$ cat config.mk
export PLATFORM = sky130hd
export DESIGN_NAME = tsa_status_agg
export DESIGN_NICKNAME = d
export VERILOG_FILES = /design/src/rtl/tsa_pkg.sv /design/src/rtl/tsa_sticky_bank.sv /design/src/rtl/tsa_alert_gen.sv /design/src/rtl/tsa_status_agg.sv
export SDC_FILE = /design/constraint.sdc
export NUM_CORES = 1
export LEC_CHECK = 0
export BUFFER_PORTS_ARGS = -buffer_cell sky130_fd_sc_hd__clkbuf_2
export CAP_MARGIN = 5
export CORE_ASPECT_RATIO = 0.9
export CORE_MARGIN = 1
export CORE_UTILIZATION = 44
export DETAILED_ROUTE_END_ITERATION = 10
export PLACE_DENSITY = 0.76
export SLEW_MARGIN = 30
export SYNTH_ARGS = -nofsm -noshare
export SYNTH_HDL_FRONTEND = slang
export SYNTH_SLANG_ARGS = --single-unit
$ cat constraint.sdc
create_clock -name clk -period 1.5 [get_ports clk]
set_input_delay 0.075 -clock clk [delete_from_list [all_inputs] [get_ports clk]]
set_output_delay 0.075 -clock clk [all_outputs]
set_load 0.01 [all_outputs]
$ cat src/rtl/tsa_pkg.sv
package tsa_pkg;
  // register addresses
  localparam int unsigned ADDR_SUM  = 0;
  localparam int unsigned ADDR_HIGH = 1;  // flag kinds follow at ADDR_HIGH + kind
  localparam int unsigned ADDR_MASK = 5;
  // flag kinds, also the order of the flag banks
  localparam int unsigned K_HIGH  = 0;
  localparam int unsigned K_LOW   = 1;
  localparam int unsigned K_THERM = 2;
  localparam int unsigned K_OPEN  = 3;
  localparam int unsigned NKIND   = 4;
  // summary bit positions
  localparam int unsigned SB_OPEN  = 0;
  localparam int unsigned SB_THERM = 1;
  localparam int unsigned SB_LOW   = 2;
  localparam int unsigned SB_HIGH  = 3;
endpackage

$ cat src/rtl/tsa_sticky_bank.sv
module tsa_sticky_bank #(
  parameter int unsigned W = 3,
  parameter logic [W-1:0] LIVE = '1
) (
  input  logic         clk,
  input  logic         rst_n,
  input  logic [W-1:0] set_i,
  input  logic         clr_i,
  output logic [W-1:0] q_o
);
  logic [W-1:0] q_r;

  // set has priority over the clear, so a flag arriving during the read survives
  always_ff @(posedge clk or negedge rst_n) begin
    if (!rst_n) q_r <= '0;
    else        q_r <= ((clr_i ? '0 : q_r) | set_i) & LIVE;
  end

  assign q_o = q_r;
endmodule

$ cat src/rtl/tsa_alert_gen.sv
module tsa_alert_gen #(
  parameter int unsigned NCH = 3,
  parameter int unsigned NK  = 4
) (
  input  logic [NK-1:0][NCH-1:0] flags_i,
  input  logic [NCH-1:0]         mask_i,
  output logic                   alert_n_o
);
  logic [NCH-1:0] per_ch;

  always_comb begin
    per_ch = '0;
    for (int k = 0; k < NK; k++) per_ch = per_ch | flags_i[k];
  end

  assign alert_n_o = ~|(per_ch & ~mask_i);
endmodule

$ cat src/rtl/tsa_status_agg.sv
module tsa_status_agg
  import tsa_pkg::*;
#(
  parameter int unsigned NCH = 3,
  parameter int unsigned DW  = 8,
  parameter int unsigned AW  = 3
) (
  input  logic           clk,
  input  logic           rst_n,
  input  logic [NCH-1:0] hi_evt_i,
  input  logic [NCH-1:0] lo_evt_i,
  input  logic [NCH-1:0] therm_evt_i,
  input  logic [NCH-1:0] open_evt_i,
  input  logic           reg_wr_i,
  input  logic           reg_rd_i,
  input  logic [AW-1:0]  reg_addr_i,
  input  logic [DW-1:0]  reg_wdata_i,
  output logic [DW-1:0]  reg_rdata_o,
  output logic           alert_n_o
);
  localparam logic [NCH-1:0] ALL_CH   = '1;
  localparam logic [NCH-1:0] FLT_LIVE = {ALL_CH[NCH-1:1], 1'b0};

  logic [NKIND-1:0][NCH-1:0] evt;
  logic [NKIND-1:0][NCH-1:0] flags;
  logic [NCH-1:0]            mask_q;
  logic [DW-1:0]             summary;
  logic                      unused_wdata;

  assign evt[K_HIGH]  = hi_evt_i;
  assign evt[K_LOW]   = lo_evt_i;
  assign evt[K_THERM] = therm_evt_i;
  assign evt[K_OPEN]  = open_evt_i;

  for (genvar k = 0; k < NKIND; k++) begin : g_bank
    localparam logic [NCH-1:0] LIVE = (k == K_OPEN) ? FLT_LIVE : ALL_CH;
    logic clr;
    assign clr = reg_rd_i && (reg_addr_i == AW'(ADDR_HIGH + k));
    tsa_sticky_bank #(.W(NCH), .LIVE(LIVE)) bank_i (
      .clk   (clk),
      .rst_n (rst_n),
      .set_i (evt[k]),
      .clr_i (clr),
      .q_o   (flags[k])
    );
  end

  always_ff @(posedge clk or negedge rst_n) begin
    if (!rst_n)                                          mask_q <= '0;
    else if (reg_wr_i && reg_addr_i == AW'(ADDR_MASK))   mask_q <= reg_wdata_i[NCH-1:0];
  end
  assign unused_wdata = ^reg_wdata_i;

  always_comb begin
    summary           = '0;
    summary[SB_HIGH]  = |flags[K_HIGH];
    summary[SB_LOW]   = |flags[K_LOW];
    summary[SB_THERM] = |flags[K_THERM];
    summary[SB_OPEN]  = |flags[K_OPEN];
  end

  always_comb begin
    reg_rdata_o = '0;
    if (reg_addr_i == AW'(ADDR_SUM))
      reg_rdata_o = summary;
    else if (reg_addr_i == AW'(ADDR_MASK))
      reg_rdata_o[NCH-1:0] = mask_q;
    else
      for (int k = 0; k < NKIND; k++)
        if (reg_addr_i == AW'(ADDR_HIGH + k)) reg_rdata_o[NCH-1:0] = flags[k];
  end

  tsa_alert_gen #(.NCH(NCH), .NK(NKIND)) alert_i (
    .flags_i   (flags),
    .mask_i    (mask_q),
    .alert_n_o (alert_n_o)
  );
endmodule

# [After elaboration in Yosys (flattened, before gate mapping)]
# Index checks and enable logic that the tools add are counted.
[word_totals] register_bits=14 out_inout_bits=9 in_bits=27
[classes] mux=11 eq_ne=5 bitwise=9 n_reduce_logical=12
[ops] operator="3-bit two-way mux" count=10
[ops] operator="3-bit OR" count=7
[ops] operator="3-bit OR reduction" count=4
[ops] operator="3-bit by 2-bit equality test with 1-bit output, second input constant" count=2
[ops] operator="3-bit equality test, second input constant" count=2
[ops] operator="1-bit logical AND" count=5
[ops] operator="3-bit AND" count=1
[ops] operator="3-bit by 1-bit equality test with 1-bit output, second input constant" count=1
[ops] operator="3-bit logical NOT" count=1
[ops] operator="3-bit NOT" count=1
[ops] operator="2-bit OR reduction" count=1
[ops] operator="1-bit logical NOT" count=1
[ops] operator="1-bit two-way mux" count=1

# [Logic depth before layout (Yosys ltp)]
# Gate-level depths: netlist (run 1).
[depth] ltp_word=7 mapped_depth=5 mapped_depth_nobuf=4

# [Cells and area by module]
# A second synthesis (run 1) with hierarchy kept.
[hier_totals] cells_unflattened=85 hier_area_um2=860.8
[modules_own_cells] mod="tsa_status_agg" instances=1 cells_each=50 area_each_um2=432.9
[modules_own_cells] mod="tsa_sticky_bank at g_bank[0].bank_i ..." instances=3 cells_each=7 area_each_um2=101.3
[modules_own_cells] mod="tsa_sticky_bank at g_bank[3].bank_i" instances=1 cells_each=7 area_each_um2=80.1
[modules_own_cells] mod="tsa_alert_gen" instances=1 cells_each=7 area_each_um2=43.8

# [Worst setup path before layout (run 1)]
# No wires, ideal clock.
[synth_path] path_type="register to output" start="register g_bank[1].bank_i.q_r[0]" end="output reg_rdata_o[2]" path_buffers=0 t_arrival_ns=1.377 path_slack_ns=0.048 path_stages_with_launch=4 path_cell_list="dfrtp_1 or3_1 mux4_2 o21a_1"
[synth_via] elab_chain_cells=2
[synth_rtl] item="from (decl)" line_no="tsa_sticky_bank.sv:11" text="logic [W-1:0] q_r;"
[synth_rtl] item="from (signal assigned)" line_no="tsa_sticky_bank.sv:16" text="else q_r <= ((clr_i ? '0 : q_r) | set_i) & LIVE;"
[synth_rtl] item="3-bit OR reduction" line_no="tsa_status_agg.sv:57" text="summary[SB_LOW] = |flags[K_LOW];"
[synth_rtl] item="3-bit two-way mux" line_no="tsa_status_agg.sv:64" text="if (reg_addr_i == AW'(ADDR_SUM))"
[synth_rtl] item="to (decl)" line_no="tsa_status_agg.sv:18" text="output logic [DW-1:0] reg_rdata_o,"
# Every way passes these cells.

# [Worst setup path in the final report (run 1)]
# Ends and elaborated chain as after synthesis.

==> flow_summary.json, run 1 <==
{
  "grt_pass1_vias": 734,
  "clock_skew_ns": 0,
  "grt_pass1_wl_um": 3180,
  "wl_met1_um": 830,
  "crit_path_max_incr_delay_ns": 0.48,
  "top_layer": "met4",
  "worst_skew_pair.late_latency_ns": 0.28,
  "cts_tree": "yes",
  "num_vias": 758,
  "path_cells": "or3_1 -> mux4_2 -> o21a_1 -> clkbuf_2",
  "antenna_found_initial": 0,
  "netlist_instances": 71,
  "layout_setup_ws_ns": -0.4100,
  "dr.pass1.iters": 4,
  "synthesis.area_um2": 759.5,
  "dp_cells": 121,
  "root_buffer": "clkbuf_4",
  "min_period_ns": 1.910,
  "rsz0062_at_grt": "yes",
  "drv_slew": 0,
  "ys_ff_latch": 14,
  "die_w_um": 45.80,
  "design_area_mm2": 0.001159,
  "ys_types": 30,
  "cp.required_ns": 1.42,
  "cap_viol_max_count": 0,
  "final_antenna_net_count": 0,
  "hold_path.class": "in2reg",
  "dp_hpwl_um": 1282,
  "fp.dieH_um": 41.42,
  "dr_wl_met2_um": 940,
  "grt_max_degree": 15,
  "setup_violations": 4,
  "coreArea_mm2": 0.001529,
  "die_area_mm2": 0.001897,
  "ys_warn_count": 0,
  "wl_per_cell_um": 14.01,
  "critPathArrivalTime_ns": 1.84,
  "port_buffers": 25,
  "path_class": "reg2out",
  "grt_util_all_layers_pct": 23.32,
  "h-tree-depth": 1,
  "drive_gt1_share_pct": 41.88,
  "wl_met3_um": 132,
  "clock_sinks": 14,
  "placed_area_um2": 932.1,
  "p_leak_uw": 0.0005133,
  "grt-ovfl-total": 0,
  "start_util_pct": 49.67,
  "final_cell_mix": "23 x clkbuf_2, 14 x dfrtp_1, 12 x dlygate4sd3_1",
  "cts_made_buffers": 3,
  "io_pins": 36,
  "clock_path_buffers": 2,
  "max_freq_mhz": 523.6,
  "fillers": 110,
  "yosysSeqAreaShare_pct": 46.13,
  "drt-total-wl_um": 1947,
  "fin_crit_sh_pct": 127.3,
  "status": "complete, but fails checks",
  "critPathLaunchType": "flip-flop",
  "area_delta_synth_final_pct": 52.55,
  "powerDensity_mw_per_mm2": 727.2,
  "drt_iter0_markers": 20,
  "violations": "negative setup slack",
  "peakVddDrop_v": 0.0005306,
  "nets": 146,
  "crit_fanout": 2,
  "critPathSlowestCell": "mux4_2",
  "layout_commonest_cell": "clkbuf_2",
  "avgSynthCellArea_um2": 10.70,
  "n_antenna_cell": 0,
  "vias_per_cell": 5.453,
  "cts.clk_slew.worst_paths_ns": 0.08,
  "rows": 13,
  "hold_violations": 0,
  "instances_no_fill": 139,
  "final_util_pct": 75.78,
  "end_kind": "output port",
  "globalplace.congestion": 0.8181,
  "drc": 0
}
[cells by family after synthesis]
kind of cell    count (synthesis)  share of synthesized area, %
compound gates                 20                         19.77
other cells                     1                        0.4938
simple gates                   20                         14.33
mux                             8                         13.01
buf+inv                         8                         6.260
flops                          14                         46.13
[path summary, 6_finish.rpt]
path / slack, ns / startpoint / depth (start not counted) / to
worst max-delay path: -0.41 / g_bank[1].bank_i.q_o[0] / 4 / reg_rdata_o[2]
worst min-delay path: 0.02 / reg_wdata_i[0] / 2 / mask_q[0]
worst max register to register: 0.49 / g_bank[1].bank_i.q_o[0] / 4 / g_bank[1].bank_i.q_o[0]
worst min register to register: 0.54 / mask_q[0] / 1 / mask_q[0]
max in group asynchronous: 1.02 / rst_n / 2 / mask_q[0]
min in group asynchronous: 0.22 / rst_n / 2 / g_bank[1].bank_i.q_o[2]
[sequential cells by signal, summed over array words and instances (netlist names)]
register	flops
g_bank.bank_i.q_o	11
mask_q	3
[critical path: cells and delay by family (launching register included)]
kind            cells  cell delay (ns)
mux                 1             0.48
compound gates      1             0.18
buf+inv             1             0.12
simple gates        1             0.39
flops               1             0.39
[synth_stat cells]
cell type,count,area share (%)
conb_1,1,0.49
nor3_1,3,2.0
o311a_1,1,1.3
a21o_2,1,1.2
nand3_1,3,2.0
inv_1,1,0.49
dfrtp_1,14,46
mux2i_1,2,2.6
nor2b_1,3,2.5
and3_1,1,0.82
nor4b_1,1,1.2
nor4_1,2,1.6
o22ai_1,2,1.6
o21a_1,1,0.99
o21ai_0,1,0.66
nand2_1,1,0.49
clkbuf_1,1,0.49
buf_2,2,1.3
a31oi_1,1,0.82
o32ai_1,1,1.2
a22oi_1,1,0.99
nor2_1,4,2.0
buf_4,4,4.0
a21o_1,10,9.9
mux4_2,1,3.0
mux2_1,3,4.4
a311oi_1,1,1.2
mux2_2,2,3.0
or3_1,1,0.82
nand3b_1,1,0.99
[repair_timing]
action	4_1_cts	5_1_grt
gates resized for setup	9	5
hold buffers	12	0
setup endpoints to repair	4	4
hold endpoints to repair	25	0
buffers inserted	2	1
pin swaps	6	2
[per-stage QoR]
stage	hold WS [ns]	setup WS, ns	setup TNS (ns)	power, uW
after global placement	-0.01317	-0.05001	-0.08439	587.5
after global routing	0.02481	-0.4560	-1.271	884.8
after detailed placement	-0.004133	-0.05683	-0.09378	593.7
after floorplan	-0.2206	0.04819	0	527.7
final	0.01765	-0.4100	-1.046	842.6
after CTS	0.02169	-0.3592	-0.8349	836.6
[layout make-up]
| class | count | area (um2) | area share [%] |
|---|---|---|---|
| well taps | 22 | 27.53 | 2.376 |
| repair buffers | 47 | 331.6 | 28.62 |
| inverters | 1 | 3.754 | 0.3240 |
| flip-flops and latches | 14 | 350.3 | 30.24 |
| clock buffers | 3 | 22.52 | 1.944 |
| multi-input cells | 52 | 422.9 | 36.50 |
[per-layer routing]
| metal | vias up | track usage (%) |
|---|---|---|
| met4 | 0 | 8.824 |
| met1 | 356 | 30.11 |
| met2 | 40 | 37.71 |
| li1 | 357 | - |
| met5 | - | 0 |
| met3 | 5 | 4.783 |
[power breakdown]
group / total, uW / leakage [uW] / switching (uW) / internal (uW)
combinational: 197 / 0.000363 / 84.2 / 113
sequential: 435 / 0.000136 / 30.0 / 405
clock: 211 / 0.0000138 / 117 / 93.3
Power figures use the tool's default switching activity.
==> run 2, diff against run 1 <==
==> constraint.sdc (replaced) <==
create_clock -name clk -period 1.5 [get_ports clk]
set_input_delay 0.075 -clock clk [delete_from_list [all_inputs] [get_ports clk]]
set_output_delay 0.075 -clock clk [all_outputs]
set_load 0.05 [all_outputs]
==> run 2 against run 1 <==
Net effect:
- the run still ends with negative setup slack left
- utilization up 2.4 points
- routed wire length rose by 0.87%
- power is 9.6% higher
- first-iteration DRC count up 90%
- sequential cell count unchanged
- combinational power increased by 45%
- critical endpoint unchanged
- largest cell class unchanged
- largest power group unchanged
- highest routed layer is now met3
==> flow_summary.json, run 2 (same netlist as run 1, synthesis figures left out) <==
{
  "rrSetupSlack_ns": 0.63,
  "drc": 0,
  "design_area_mm2": 0.001195,
  "relSlewSlack_pct": 65.53,
  "final_cell_mix": "21 x clkbuf_2, 14 x dfrtp_1, 12 x dlygate4sd3_1",
  "die_w_um": 45.80,
  "die_area_mm2": 0.001897,
  "placed_area_um2": 954.7,
  "area_delta_synth_final_pct": 57.33,
  "nets": 145,
  "grt_max_degree": 15,
  "port_buffers": 25,
  "start_util_pct": 49.67,
  "path_cells": "or3_1 -> mux4_2 -> o21a_4 -> buf_8",
  "dp_hpwl_um": 1385,
  "fin_crit_sh_pct": 128.5,
  "crit_fanout": 2,
  "worst_skew_pair.late_latency_ns": 0.27,
  "drv_slew": 0,
  "grt_pass1_wl_um": 3160,
  "hold_path.class": "in2reg",
  "cts_tree": "yes",
  "clock_skew_ns": 0,
  "critPathArrivalTime_ns": 1.85,
  "hold_violations": 0,
  "cp_num_buf_inv": 1,
  "cp_top_family": "multiplexers",
  "vias_per_cell": 5.471,
  "grt_pass1_vias": 760,
  "rsz0062_at_grt": "yes",
  "violations": "negative setup slack",
  "n_antenna_cell": 0,
  "clock_path_buffers": 2,
  "cts_made_buffers": 3,
  "powerDensity_mw_per_mm2": 773.1,
  "cp.required_ns": 1.42,
  "dr.pass1.iters": 4,
  "fillers": 94,
  "num_vias": 755,
  "h-tree-depth": 1,
  "cts.clk_slew.worst_paths_ns": 0.08,
  "layout_setup_ws_ns": -0.4277,
  "whs_ns": 0.02321,
  "wl_per_cell_um": 14.23,
  "cap_viol_max_count": 0,
  "end_kind": "output port",
  "root_buffer": "clkbuf_4",
  "drt_iter0_markers": 38,
  "coreArea_mm2": 0.001529,
  "antenna_found_initial": 0,
  "tightestPinTransition_ns": 0.5099,
  "io_pins": 36,
  "max_freq_mhz": 518.7,
  "drive_gt1_share_pct": 43.10,
  "layout_commonest_cell": "clkbuf_2",
  "fp.dieH_um": 41.42,
  "clock_sinks": 14,
  "drt-total-wl_um": 1964,
  "crit_path_max_incr_delay_ns": 0.47,
  "globalplace.congestion": 0.8715,
  "critPathLaunchType": "flip-flop",
  "grt_util_all_layers_pct": 22.21,
  "path_class": "reg2out",
  "min_period_ns": 1.928,
  "critPathSlowestCell": "mux4_2",
  "p_leak_uw": 0.0005115,
  "status": "complete, but fails checks",
  "largest_reg_flops": 11,
  "setup_violations": 4,
  "peakVddDrop_v": 0.0005699,
  "final_antenna_net_count": 0,
  "grt-ovfl-total": 0,
  "rows": 13
}
-- run 2: cell count changes in the layout (fill, tap and decap cells not counted), sizes merged --
cell  previous run  this run
buf             12        11
-- run 2: area by class of cell --
cell class	count	area [um2]	area share, %
Multi-Input combinational cell	52	432.9	36.23
Timing Repair Buffer	46	357.8	29.95
Sequential cell	14	350.3	29.32
Tap cell	22	27.53	2.304
Clock buffer	3	22.52	1.885
Inverter	1	3.754	0.3141
-- run 2: timing repair --
action,in CTS,in global routing
pin swaps,5,2
endpoints found under the setup margin,4,4
setup buffers,1,0
endpoints found under the hold margin,25,0
hold buffers,12,0
gates cloned,0,0
gates resized for setup,14,6
-- run 2: worst paths after layout --
kind | start | to | depth (start not counted)
max in group asynchronous | rst_n | g_bank[1].bank_i.q_o[2] | 2
min in group asynchronous | rst_n | g_bank[0].bank_i.q_o[2] | 2
min | reg_wdata_i[0] | mask_q[0] | 2
max reg2reg | g_bank[1].bank_i.q_o[1] | g_bank[1].bank_i.q_o[1] | 3
min reg2reg | mask_q[0] | mask_q[0] | 1
max | g_bank[1].bank_i.q_o[0] | reg_rdata_o[2] | 4
-- run 2: metrics by stage --
stage / setup WS, ns / TNS [ns] / util [%] / cells / power [uW]
detailed placement: -0.1833 / -0.3018 / 62.44 / 122 / 662.3
finish: -0.4277 / -0.9250 / 78.15 / 138 / 923.8
global route: -0.4940 / -1.268 / 78.15 / 138 / 978.5
CTS: -0.4373 / -0.9366 / 76.51 / 138 / 920.1
global placement: -0.1755 / -0.2635 / 62.44 / 122 / 655.8
floorplan: -0.02877 / -0.02877 / - / 74 / 594.0
-- run 2: worst register-to-register path, delay by kind of cell, from the launching register on --
kind	cells	cell delay (ns)
buf+inv	2	0.23
compound gates	1	0.14
flops	1	0.40
-- run 2: report_power, final --
group | total (uW) | switching, uW | internal (uW) | leakage, uW
Sequential | 435 | 30.0 | 405 | 0.000136
Clock | 202 | 109 | 92.7 | 0.0000138
Combinational | 286 | 149 | 137 | 0.000361
-- run 2: per-layer routing --
layer	global-route usage, %	routed length, um	part of all wire (%)
met5	0	0	0
met4	5.294	0	0
met3	1.304	103	5.2
met1	31.43	872	44
met2	36.86	988	50
==> run 3, diff against run 2 <==
--- a/config.mk
+++ b/config.mk
@@ -12,6 +12,7 @@
 export CORE_UTILIZATION = 44
 export DETAILED_ROUTE_END_ITERATION = 10
 export PLACE_DENSITY = 0.76
+export RECOVER_POWER = 50
 export SLEW_MARGIN = 30
 export SYNTH_ARGS = -nofsm -noshare
 export SYNTH_HDL_FRONTEND = slang
==> run 3 against run 2 <==
Net effect:
- the run still ends with negative setup slack left
- clock power is essentially flat
- hold slack is the same
- via count shrank 0.13%
- sequential share of layout area is essentially flat
- sequential cell count is the same
- global-route usage is the same
- die area is the same
- critical path depth is the same
- sequential power is essentially flat
- register-to-register slack is essentially flat
- first-iteration DRC count is the same
==> flow_summary.json, run 3 (same netlist as run 1, synthesis figures left out) <==
{
  "layout_setup_ws_ns": -0.4277,
  "cts.clk_slew.worst_paths_ns": 0.08,
  "critPathLaunchType": "flip-flop",
  "port_buffers": 25,
  "drive_gt1_share_pct": 42.24,
  "crit_fanout": 2,
  "clock_skew_ns": 0,
  "peakVddDrop_v": 0.0005697,
  "swShare_pct": 31.26,
  "whs_ns": 0.02321,
  "design_area_mm2": 0.001194,
  "num_vias": 754,
  "h-tree-depth": 1,
  "antenna_found_initial": 0,
  "min_to": "mask_q[0]",
  "rsz0062_at_grt": "yes",
  "tightestPinTransition_ns": 0.7576,
  "coreArea_mm2": 0.001529,
  "io_pins": 36,
  "drc": 0,
  "status": "complete, but fails checks",
  "power.share.clock_pct": 21.9,
  "die_area_mm2": 0.001897,
  "largest_reg_flops": 11,
  "start_util_pct": 49.67,
  "n_antenna_cell": 0,
  "cts_made_buffers": 3,
  "hold_path.class": "in2reg",
  "drv_slew": 0,
  "pwr-share-comb_pct": 31.0,
  "violations": "negative setup slack",
  "grt_max_degree": 15,
  "hold_depth": 2,
  "path_class": "reg2out",
  "area_delta_synth_final_pct": 57.17,
  "rows": 13,
  "drt-total-wl_um": 1969,
  "dp_slack_ns": -0.1833,
  "worstHoldStart": "reg_wdata_i[0]",
  "p_leak_uw": 0.0005086,
  "wl_per_cell_um": 14.27,
  "setup_tns_ns": -0.9248,
  "seq_area_um2": 350.3,
  "nets": 145,
  "rr_startpoint": "g_bank[1].bank_i.q_o[1]",
  "placed_area_um2": 954.7,
  "root_buffer": "clkbuf_4",
  "setup_violations": 4,
  "total_power_uw": 923.4,
  "clock_path_buffers": 2,
  "min_period_ns": 1.928,
  "r2r_cells": 3,
  "relSlewSlack_pct": 49.49,
  "cp.required_ns": 1.42,
  "grt_util_all_layers_pct": 22.21,
  "end_kind": "output port",
  "dr.pass1.iters": 4,
  "worst_skew_pair.late_latency_ns": 0.27,
  "seqPwrFrac_pct": 47.1,
  "worstReg2RegEnd": "g_bank[1].bank_i.q_o[1]",
  "p_switching_uw": 288.7,
  "hold_violations": 0,
  "grt_pass1_wl_um": 3160,
  "final_antenna_net_count": 0,
  "p_int_uw": 634.7,
  "cts_tree": "yes",
  "multiInputGateArea_um2": 432.9,
  "crit_start": "g_bank[1].bank_i.q_o[0]",
  "layout_commonest_cell": "clkbuf_2",
  "drt_iter0_markers": 38,
  "clock_sinks": 14,
  "powerDensity_mw_per_mm2": 773.6,
  "fp.dieH_um": 41.42,
  "fin_crit_sh_pct": 128.5,
  "grt_pass1_vias": 760,
  "critPathArrivalTime_ns": 1.85,
  "grt-ovfl-total": 0,
  "fillers": 93,
  "vias_per_cell": 5.464,
  "dp_hpwl_um": 1385,
  "die_w_um": 45.80,
  "globalplace.congestion": 0.8715,
  "cap_viol_max_count": 0,
  "max_freq_mhz": 518.8,
  "rrSetupSlack_ns": 0.63,
  "final_cell_mix": "20 x clkbuf_2, 14 x dfrtp_1, 12 x dlygate4sd3_1"
}
## run 3: changes by cell type in the layout (fill, tap and decap cells not counted)
cell,previous run,this run
clkbuf_2,21,20
clkbuf_1,0,1
## run 3: per-layer routing
layer / global-route usage [%] / vias to the layer above / wire length [um]
met2: 36.86 / 32 / 992
met4: 5.294 / 0 / 0
met3: 1.304 / 0 / 102
met5: 0 / - / 0
met1: 31.43 / 374 / 875
li1: - / 348 / -
## run 3: power groups by stage
stage	Sequential, uW	Clock, uW	Combinational [uW]
after global routing	440	234	305
after detailed placement	440	0	222
after CTS	433	210	276
final	435	202	286
after global placement	438	0	218
after floorplan	431	0	163
## run 3: worst max-delay path, stage by stage (launching register included)
cell and delay [ns]:
dfrtp_1 0.39, or3_1 0.37, mux4_2 0.47, o21a_4 0.21, buf_8 0.14
## run 3: per-stage QoR
| step | cells | util, % |
|---|---|---|
| after CTS | 138 | 76.51 |
| after global placement | 122 | 62.44 |
| final | 138 | 78.07 |
| after global routing | 138 | 78.07 |
| after floorplan | 74 | - |
| after detailed placement | 122 | 62.44 |
## run 3: how the worst max path moves through the flow
stage | end | slack (ns)
detailed placement | reg_rdata_o[2] | -0.18
floorplan | reg_rdata_o[2] | -0.03
CTS | reg_rdata_o[2] | -0.44
global route | reg_rdata_o[2] | -0.49
finish | reg_rdata_o[2] | -0.43
global placement | reg_rdata_o[2] | -0.18
## run 3: repair_timing
action                                 4_1_cts  5_1_grt
gates resized for setup                     14        6
setup endpoints to repair                    4        4
setup buffers                                1        0
pin swaps                                    5        2
endpoints found under the hold margin       25        0
hold buffers                                12        0
## run 3: final cells by class
type	instances	share of cell area (%)
inverters	1	0.3145
multi-input cells	52	36.27
well taps	22	2.306
clock buffers	3	1.887
repair buffers	46	29.87
flip-flops and latches	14	29.35
